### src/rtl/a429_tx_pkg.sv
package a429_tx_pkg;
    typedef enum logic [1:0] {
        TX_IDLE = 2'd0,
        TX_DATA = 2'd1,
        TX_GAP  = 2'd2
    } tx_state_e;
endpackage

### src/rtl/a429_tx_fifo.sv
// Two-half load staging plus a circular word queue.
// DEPTH must be a power of two so the pointers wrap naturally.
module a429_tx_fifo #(
    parameter int DEPTH  = 8,
    parameter int HALF_W = 16,
    parameter int WORD_W = 31
) (
    input  logic              clk,
    input  logic              rst_n,
    input  logic              ld_first_i,
    input  logic              ld_second_i,
    input  logic [HALF_W-1:0] ld_data_i,
    input  logic              lock_i,
    input  logic              pop_i,
    output logic [WORD_W-1:0] head_o,
    output logic              empty_o
);
    localparam int AW    = $clog2(DEPTH);
    localparam int CW    = $clog2(DEPTH + 1);
    localparam int UPPER = WORD_W - HALF_W;

    typedef struct packed {
        logic [HALF_W-1:0]             stage;
        logic [DEPTH-1:0][WORD_W-1:0]  mem;
        logic [AW-1:0]                 rd;
        logic [AW-1:0]                 wr;
        logic [CW-1:0]                 cnt;
    } fifo_s;

    fifo_s q, d;
    logic  push;
    logic  full;
    logic [WORD_W-1:0] word;
    logic  unused_msb;

    assign unused_msb = ^ld_data_i[HALF_W-1:UPPER];
    assign full = (q.cnt == CW'(DEPTH));
    assign push = ld_second_i && !lock_i;
    assign word = {ld_data_i[UPPER-1:0], q.stage};

    always_comb begin
        d = q;
        if (ld_first_i && !lock_i) begin
            d.stage = ld_data_i;
        end
        if (pop_i && (q.cnt != '0)) begin
            d.rd  = q.rd + AW'(1);
            d.cnt = q.cnt - CW'(1);
        end
        if (push) begin
            if (full) begin
                d.mem[q.wr - AW'(1)] = word;
            end else begin
                d.mem[q.wr] = word;
                d.wr  = q.wr + AW'(1);
                d.cnt = d.cnt + CW'(1);
            end
        end
    end

    always_ff @(posedge clk or negedge rst_n) begin
        if (!rst_n) q <= '0;
        else        q <= d;
    end

    assign head_o  = q.mem[q.rd];
    assign empty_o = (q.cnt == '0);

    // occupancy never exceeds the queue depth
    p_count_bound_r1: assert property (@(posedge clk) disable iff (!rst_n)
        q.cnt <= CW'(DEPTH));
    // completing a word while full keeps the queue full
    p_full_stays_full_r3: assert property (@(posedge clk) disable iff (!rst_n)
        (push && full && !pop_i) |=> (q.cnt == CW'(DEPTH)));
    // no growth while loading is locked out
    p_no_growth_locked_r4: assert property (@(posedge clk) disable iff (!rst_n)
        lock_i |=> (q.cnt <= $past(q.cnt)));
endmodule

### src/rtl/a429_tx_engine.sv
// Serializer: bit-slot timing, on-the-fly parity, inter-word gap.
module a429_tx_engine
    import a429_tx_pkg::*;
#(
    parameter int DIV_FAST = 10,
    parameter int DIV_SLOW = 80,
    parameter int GAP_BITS = 4,
    parameter int WORD_W   = 31,
    parameter int SHORT_W  = 24
) (
    input  logic              clk,
    input  logic              rst_n,
    input  logic              tx_en_i,
    input  logic              short_word_i,
    input  logic              parity_even_i,
    input  logic              rate_slow_i,
    input  logic [WORD_W-1:0] head_i,
    input  logic              empty_i,
    output logic              pop_o,
    output logic              busy_o,
    output logic              line_hi_o,
    output logic              line_lo_o,
    output logic              bit_clk_o
);
    localparam int PW = $clog2(DIV_SLOW);
    localparam int BW = $clog2(WORD_W + 2);

    typedef struct packed {
        tx_state_e         st;
        logic [WORD_W-1:0] sh;
        logic [PW-1:0]     ph;
        logic [BW-1:0]     bn;
        logic              acc;
        logic              slow;
        logic              short_w;
        logic              even;
    } eng_s;

    eng_s q, d;
    logic [PW-1:0] ph_last;
    logic [PW-1:0] ph_half;
    logic [BW-1:0] ndata;
    logic          in_data;
    logic          cur_bit;
    logic          start;
    logic          launch;
    logic          drive;

    assign ph_last = q.slow ? PW'(DIV_SLOW - 1) : PW'(DIV_FAST - 1);
    assign ph_half = q.slow ? PW'(DIV_SLOW / 2) : PW'(DIV_FAST / 2);
    assign ndata   = q.short_w ? BW'(SHORT_W) : BW'(WORD_W);
    assign in_data = (q.bn < ndata);
    assign cur_bit = in_data ? q.sh[0] : (q.acc ^ ~q.even);
    assign start   = tx_en_i && !empty_i;

    always_comb begin
        d      = q;
        launch = 1'b0;
        unique case (q.st)
            TX_IDLE: launch = start;
            TX_DATA: begin
                if (q.ph == ph_last) begin
                    d.ph = '0;
                    if (in_data) begin
                        d.acc = q.acc ^ q.sh[0];
                        d.sh  = q.sh >> 1;
                        d.bn  = q.bn + BW'(1);
                    end else begin
                        d.st = TX_GAP;
                        d.bn = '0;
                    end
                end else begin
                    d.ph = q.ph + PW'(1);
                end
            end
            TX_GAP: begin
                if (q.ph == ph_last) begin
                    d.ph = '0;
                    if (q.bn == BW'(GAP_BITS - 1)) begin
                        d.bn = '0;
                        if (start) launch = 1'b1;
                        else       d.st   = TX_IDLE;
                    end else begin
                        d.bn = q.bn + BW'(1);
                    end
                end else begin
                    d.ph = q.ph + PW'(1);
                end
            end
            default: d.st = TX_IDLE;
        endcase
        if (launch) begin
            d.st      = TX_DATA;
            d.sh      = head_i;
            d.ph      = '0;
            d.bn      = '0;
            d.acc     = 1'b0;
            d.slow    = rate_slow_i;
            d.short_w = short_word_i;
            d.even    = parity_even_i;
        end
        pop_o = launch;
    end

    always_ff @(posedge clk or negedge rst_n) begin
        if (!rst_n) q <= '0;
        else        q <= d;
    end

    assign drive     = (q.st == TX_DATA) && (q.ph < ph_half);
    assign line_hi_o = drive && cur_bit;
    assign line_lo_o = drive && !cur_bit;
    assign busy_o    = (q.st != TX_IDLE);
    assign bit_clk_o = busy_o && (q.ph < ph_half);

    // gap slots are null on both lines
    p_gap_null_r8: assert property (@(posedge clk) disable iff (!rst_n)
        (q.st == TX_GAP) |-> (!line_hi_o && !line_lo_o));
    // second half of every slot is null
    p_second_half_null_r6: assert property (@(posedge clk) disable iff (!rst_n)
        (q.ph >= ph_half) |-> (!line_hi_o && !line_lo_o));
    // a word is never popped mid-word
    p_pop_at_boundary_r5: assert property (@(posedge clk) disable iff (!rst_n)
        (pop_o && busy_o) |-> ((q.st == TX_GAP) && (q.ph == ph_last)));
endmodule

### src/rtl/a429_tx_serializer.sv
module a429_tx_serializer #(
    parameter int DEPTH    = 8,
    parameter int HALF_W   = 16,
    parameter int WORD_W   = 31,
    parameter int SHORT_W  = 24,
    parameter int DIV_FAST = 10,
    parameter int DIV_SLOW = 80,
    parameter int GAP_BITS = 4
) (
    input  logic              clk,
    input  logic              rst_n,
    input  logic              ld_first_i,
    input  logic              ld_second_i,
    input  logic [HALF_W-1:0] ld_data_i,
    input  logic              tx_en_i,
    input  logic              short_word_i,
    input  logic              parity_even_i,
    input  logic              rate_slow_i,
    output logic              line_hi_o,
    output logic              line_lo_o,
    output logic              bit_clk_o,
    output logic              tx_ready_o
);
    logic [WORD_W-1:0] head;
    logic              empty;
    logic              pop;
    logic              busy;
    logic              lock;

    assign lock       = tx_en_i || busy;
    assign tx_ready_o = empty && !busy;

    a429_tx_fifo #(
        .DEPTH (DEPTH),
        .HALF_W(HALF_W),
        .WORD_W(WORD_W)
    ) fifo_i (
        .clk        (clk),
        .rst_n      (rst_n),
        .ld_first_i (ld_first_i),
        .ld_second_i(ld_second_i),
        .ld_data_i  (ld_data_i),
        .lock_i     (lock),
        .pop_i      (pop),
        .head_o     (head),
        .empty_o    (empty)
    );

    a429_tx_engine #(
        .DIV_FAST(DIV_FAST),
        .DIV_SLOW(DIV_SLOW),
        .GAP_BITS(GAP_BITS),
        .WORD_W  (WORD_W),
        .SHORT_W (SHORT_W)
    ) engine_i (
        .clk          (clk),
        .rst_n        (rst_n),
        .tx_en_i      (tx_en_i),
        .short_word_i (short_word_i),
        .parity_even_i(parity_even_i),
        .rate_slow_i  (rate_slow_i),
        .head_i       (head),
        .empty_i      (empty),
        .pop_o        (pop),
        .busy_o       (busy),
        .line_hi_o    (line_hi_o),
        .line_lo_o    (line_lo_o),
        .bit_clk_o    (bit_clk_o)
    );

    // never both lines at once
    p_lines_exclusive_r6: assert property (@(posedge clk) disable iff (!rst_n)
        !(line_hi_o && line_lo_o));
    // ready implies a silent line
    p_ready_quiet_r11: assert property (@(posedge clk) disable iff (!rst_n)
        tx_ready_o |-> (!line_hi_o && !line_lo_o && !bit_clk_o));
    // a bit pulse lies inside the high phase of the bit clock
    p_pulse_in_bitclk_r9: assert property (@(posedge clk) disable iff (!rst_n)
        (line_hi_o || line_lo_o) |-> bit_clk_o);
endmodule

### config.mk
export PLATFORM = sky130hd
export DESIGN_NAME = a429_tx_serializer
export DESIGN_NICKNAME = d
export VERILOG_FILES = /design/src/rtl/a429_tx_pkg.sv /design/src/rtl/a429_tx_fifo.sv /design/src/rtl/a429_tx_engine.sv /design/src/rtl/a429_tx_serializer.sv
export SDC_FILE = /design/constraint.sdc
export NUM_CORES = 1
export LEC_CHECK = 0
export BUFFER_PORTS_ARGS = -buffer_cell sky130_fd_sc_hd__buf_4
export CAP_MARGIN = 10
export CORE_MARGIN = 2
export CORE_UTILIZATION = 45
export DETAILED_ROUTE_END_ITERATION = 16
export GPL_ROUTABILITY_DRIVEN = 0
export PLACE_DENSITY = 0.68
export SYNTH_ARGS = -nofsm -noshare
export SYNTH_HDL_FRONTEND = slang
export SYNTH_SLANG_ARGS = --single-unit
### constraint.sdc
create_clock -name clk -period 6.4 [get_ports clk]
set_clock_uncertainty 0.1 [all_clocks]
set_input_delay 0.64 -clock clk [delete_from_list [all_inputs] [get_ports clk]]
set_output_delay 0.64 -clock clk [all_outputs]
set_load 0.02 [all_outputs]
==> run_results.csv <==
group,metric,value,unit
clock_tree,cts_repair_resize_count,0,
finish,stdcell_count,1498,
power,power_switching_share,0.311,
detailed_routing,wl,31.1,mm
finish,area_growth,12.3,%
timing,setup_viol,0,
detailed_routing,route.vias.total,8627,
timing,period_needed,3390,ps
setup_path,path_cells,"inv_1, ha_1, or3b_4, and3_1, a21o_1, nor3_4, a221o_1",
timing,clock.fmax,295,MHz
clock_tree,cts_buffers,35,
power,clockPowerShare,0.257,
die,core,32600,um^2
worst_hold_path,whs_path_depth,3,
die,row_count,66,
synthesis,yosysTopAreaCell,"dfrtp_1",
power,ir_drop,0.254,mV
global_routing,grt_remaining_overflow,0,
power,p_leak,7.65,nW
die,dieArea,34700,um^2
setup_path,r2r-start,"fifo_i.q[0]$_DFF_PN0_",
global_routing,grt_pass1_wl,50.0,mm
detailed_routing,drc,0,
worst_hold_path,holdCritStartpoint,"short_word_i",
die,start_util,0.458,
timing,finalHoldViolations,0,
power,power_frac_comb,0.315,
synthesis,yosys_most_used_dff,"dfrtp_1",
finish,fillerInstances,2737,
die,die_w,186,um
synthesis,synthesis.nets,1058,
power,p_seq_frac,0.428,
placed_design,placedCellCount,1434,
synthesis,synth_async_sr_flop_share,1.00,
timing,final-max-slew-violation-count,0,
detailed_routing,dr.pass1.iters,5,
die,io_pins,28,
synthesis,avgSynthCellArea,14.7,um^2
worst_hold_path,worstHoldPathType,"in2reg",
setup_path,r2r_setup_slack,3010,ps
worst_hold_path,hold_path_end,"engine_i.q[1]$_DFFE_PN0N_",
setup_path,cp.required,6740,ps
synthesis,synth_seq_area_share,0.543,
setup_path,worstSetupPathType,"reg2reg",
setup_path,rr_worst_depth,7,
flow_run,drv_cap,0,
setup_path,crit_fanout,30,
global_routing,first_global_vias,8758,
synthesis,yosysWarnings,0,
global_routing,grt_start_max_net_pins,176,
setup_path,slowest_stage,"nor3_4",
clock_tree,cts_tree,"done",
clock_tree,cts.path.max_buffers,3,
power,p_sw,2.57,mW
setup_path,cp-start-kind,"flop",
power,intPower,5.69,mW
synthesis,synthCells,1019,
placed_design,numPortBuffers,27,
global_routing,grtUsageTotal,0.187,
clock_tree,clock_sinks,324,
power,finalPower,8.26,mW
placed_design,dpl.hpwl,17.1,mm
finish,drive_gt1_frac,0.412,
finish,diodes,0,
detailed_routing,drt-vias-per-instance,5.76,
clock_tree,root_buffer,"clkbuf_16",
clock_tree,post_cts_buffers,0,
timing,tightest_slew,1160,ps
synthesis,synth_edf_count,0,
clock_tree,htreeDepth,2,
timing,min_period_over_period,0.530,
setup_path,setup.worst_path.start,"fifo_i.q[0]$_DFF_PN0_",
power,cellPowerDensity,492,nW/um^2
status,outcome,"complete, no violations",
finish,fin_util,0.514,
setup_path,crit_path_max_incr_delay,1060,ps
detailed_routing,post_drt_wl_per_cell,20.7,um
clock_tree,clk_pin_slew,60,ps
timing,slew_headroom,0.226,
global_routing,grt_antenna_before_repair,0,
setup_path,crit_arrival,3730,ps
timing,hold_ws,217,ps
setup_path,cp-end-kind,"flop",
synthesis,synth.distinct_cells,60,
die,fp.dieH,186,um
clock_tree,clock_latency,530,ps
synthesis,ys_ff_latch,324,
clock_tree,ctsHoldBuffers,1,
synthesis,ys_top_cells_by_area,"dfrtp_1 54%, mux2_2 20%, mux4_2 9.3%, mux2i_1 2.1%, a221o_1 2.0%",
synthesis,syn_area,14900,um^2
timing,rsz0062_at_grt,"no",
detailed_routing,ant_nets,0,
setup_path,timing.rr.end,"engine_i.q[21]$_DFFE_PN0P_",
synthesis,yosys.area.top_type_share,0.543,
finish,fin_nets,1069,
timing,final.setup.tns,0,ps
detailed_routing,drtIter0Drc,557,
-- cells in the final DEF (no fill, tap or decap), types with 3 or more instances in the layout --
master	instances
bufinv_16	5
clkbuf_16	36
nor2_1	16
nor2b_1	4
o21a_1	4
or4_1	5
a221o_1	30
nand2b_1	3
clkbuf_1	11
mux4_2	62
mux2_1	7
ha_1	15
buf_4	38
a21oi_1	11
nand3_1	7
mux2i_1	32
o32ai_1	3
mux2_2	259
dfrtp_1	321
a21o_1	3
o21ai_0	13
inv_1	13
and3_1	4
nand2_1	32
nand4_1	4
nor4_1	5
xnor2_1	10
nor3_1	42
clkbuf_8	6
nand2_2	4
-- logic make-up after synthesis --
family,Yosys count,share of synthesized area
and+or+nand+nor,140,0.0487
DFF,324,0.543
adders and majority gates,15,0.0126
AOI/OAI and AO/OA,89,0.0487
xor gates and xnor gates,11,0.00645
buffers and inverters,80,0.0254
muxes,360,0.315
-- metal layers --
layer / GRT usage / up-vias / routed length [um]
met5: 0 / - / 0
li1: - / 3892 / -
met2: 0.307 / 141 / 14900
met3: 0.0296 / 40 / 1150
met4: 0.0409 / 0 / 456
met1: 0.264 / 4554 / 14600
-- flip-flops by register name, summed over array words and instances, names as in the netlist --
signal,count
engine_i.q,50
fifo_i.q,274
-- worst max-delay path: cells and delay by family (launching register included) --
family	cells	cell delay, ps
AO/OA/AOI/OAI	2	780
adder cells (fa/ha/maj)	1	170
AND/OR/NAND/NOR	3	1720
buffers and inverters	1	110
flip-flops	1	450
-- synth_stat cells, drive strengths merged (2+ instances only) --
library cell  count
o21a              4
nand4             4
nand2b            3
buf              50
mux2            266
o21ai            17
a221o            30
a21o              3
and3b             2
inv              13
xnor2            10
o32ai             3
nand2            36
o2111ai           2
a21oi            12
a32oi             3
nor2b             4
clkbuf           17
or4               5
nor2             17
a31oi             2
dfrtp           324
nor3             43
mux2i            32
nand3             7
and3              4
nor4              5
nand3b            2
mux4             62
ha               15
nor3b             2
-- power by group through the flow --
stage | Combinational (mW) | Clock, mW | Sequential [mW]
after global routing | 2.83 | 2.26 | 3.67
final | 2.60 | 2.12 | 3.53
after CTS | 2.64 | 2.17 | 3.54
after floorplan | 2.22 | 0 | 3.25
after detailed placement | 2.63 | 0 | 3.57
after global placement | 2.57 | 0 | 3.53
-- worst max-delay path by stage --
stage                                       to  slack [ps]  cells after the start
floorplan                            line_lo_o        3720                      6
global placement    engine_i.q[39]$_DFFE_PN0P_        3090                      7
detailed placement  engine_i.q[19]$_DFFE_PN0P_        3030                      7
CTS                 engine_i.q[25]$_DFFE_PN0P_        3020                      7
global route        engine_i.q[21]$_DFFE_PN0P_        2750                      7
finish              engine_i.q[21]$_DFFE_PN0P_        3010                      7
-- through the flow --
| stage | setup slack, ps | cell area [um^2] |
|---|---|---|
| after floorplan | 3720 | 14900 |
| after global placement | 3090 | 15600 |
| after detailed placement | 3030 | 15600 |
| after CTS | 3020 | 16800 |
| after global routing | 2750 | 16800 |
| final | 3010 | 16800 |
-- area by class of cell --
cell class,instances,area [um^2],share of cell area
multi-input combinational,615,6520,0.388
inverter,13,48.8,0.00291
clock buffer,53,1020,0.0611
timing repair buffer,41,330,0.0197
sequential,324,8110,0.483
clock inverter,10,193,0.0115
tap,442,553,0.0330
Power figures use the tool's default switching activity.
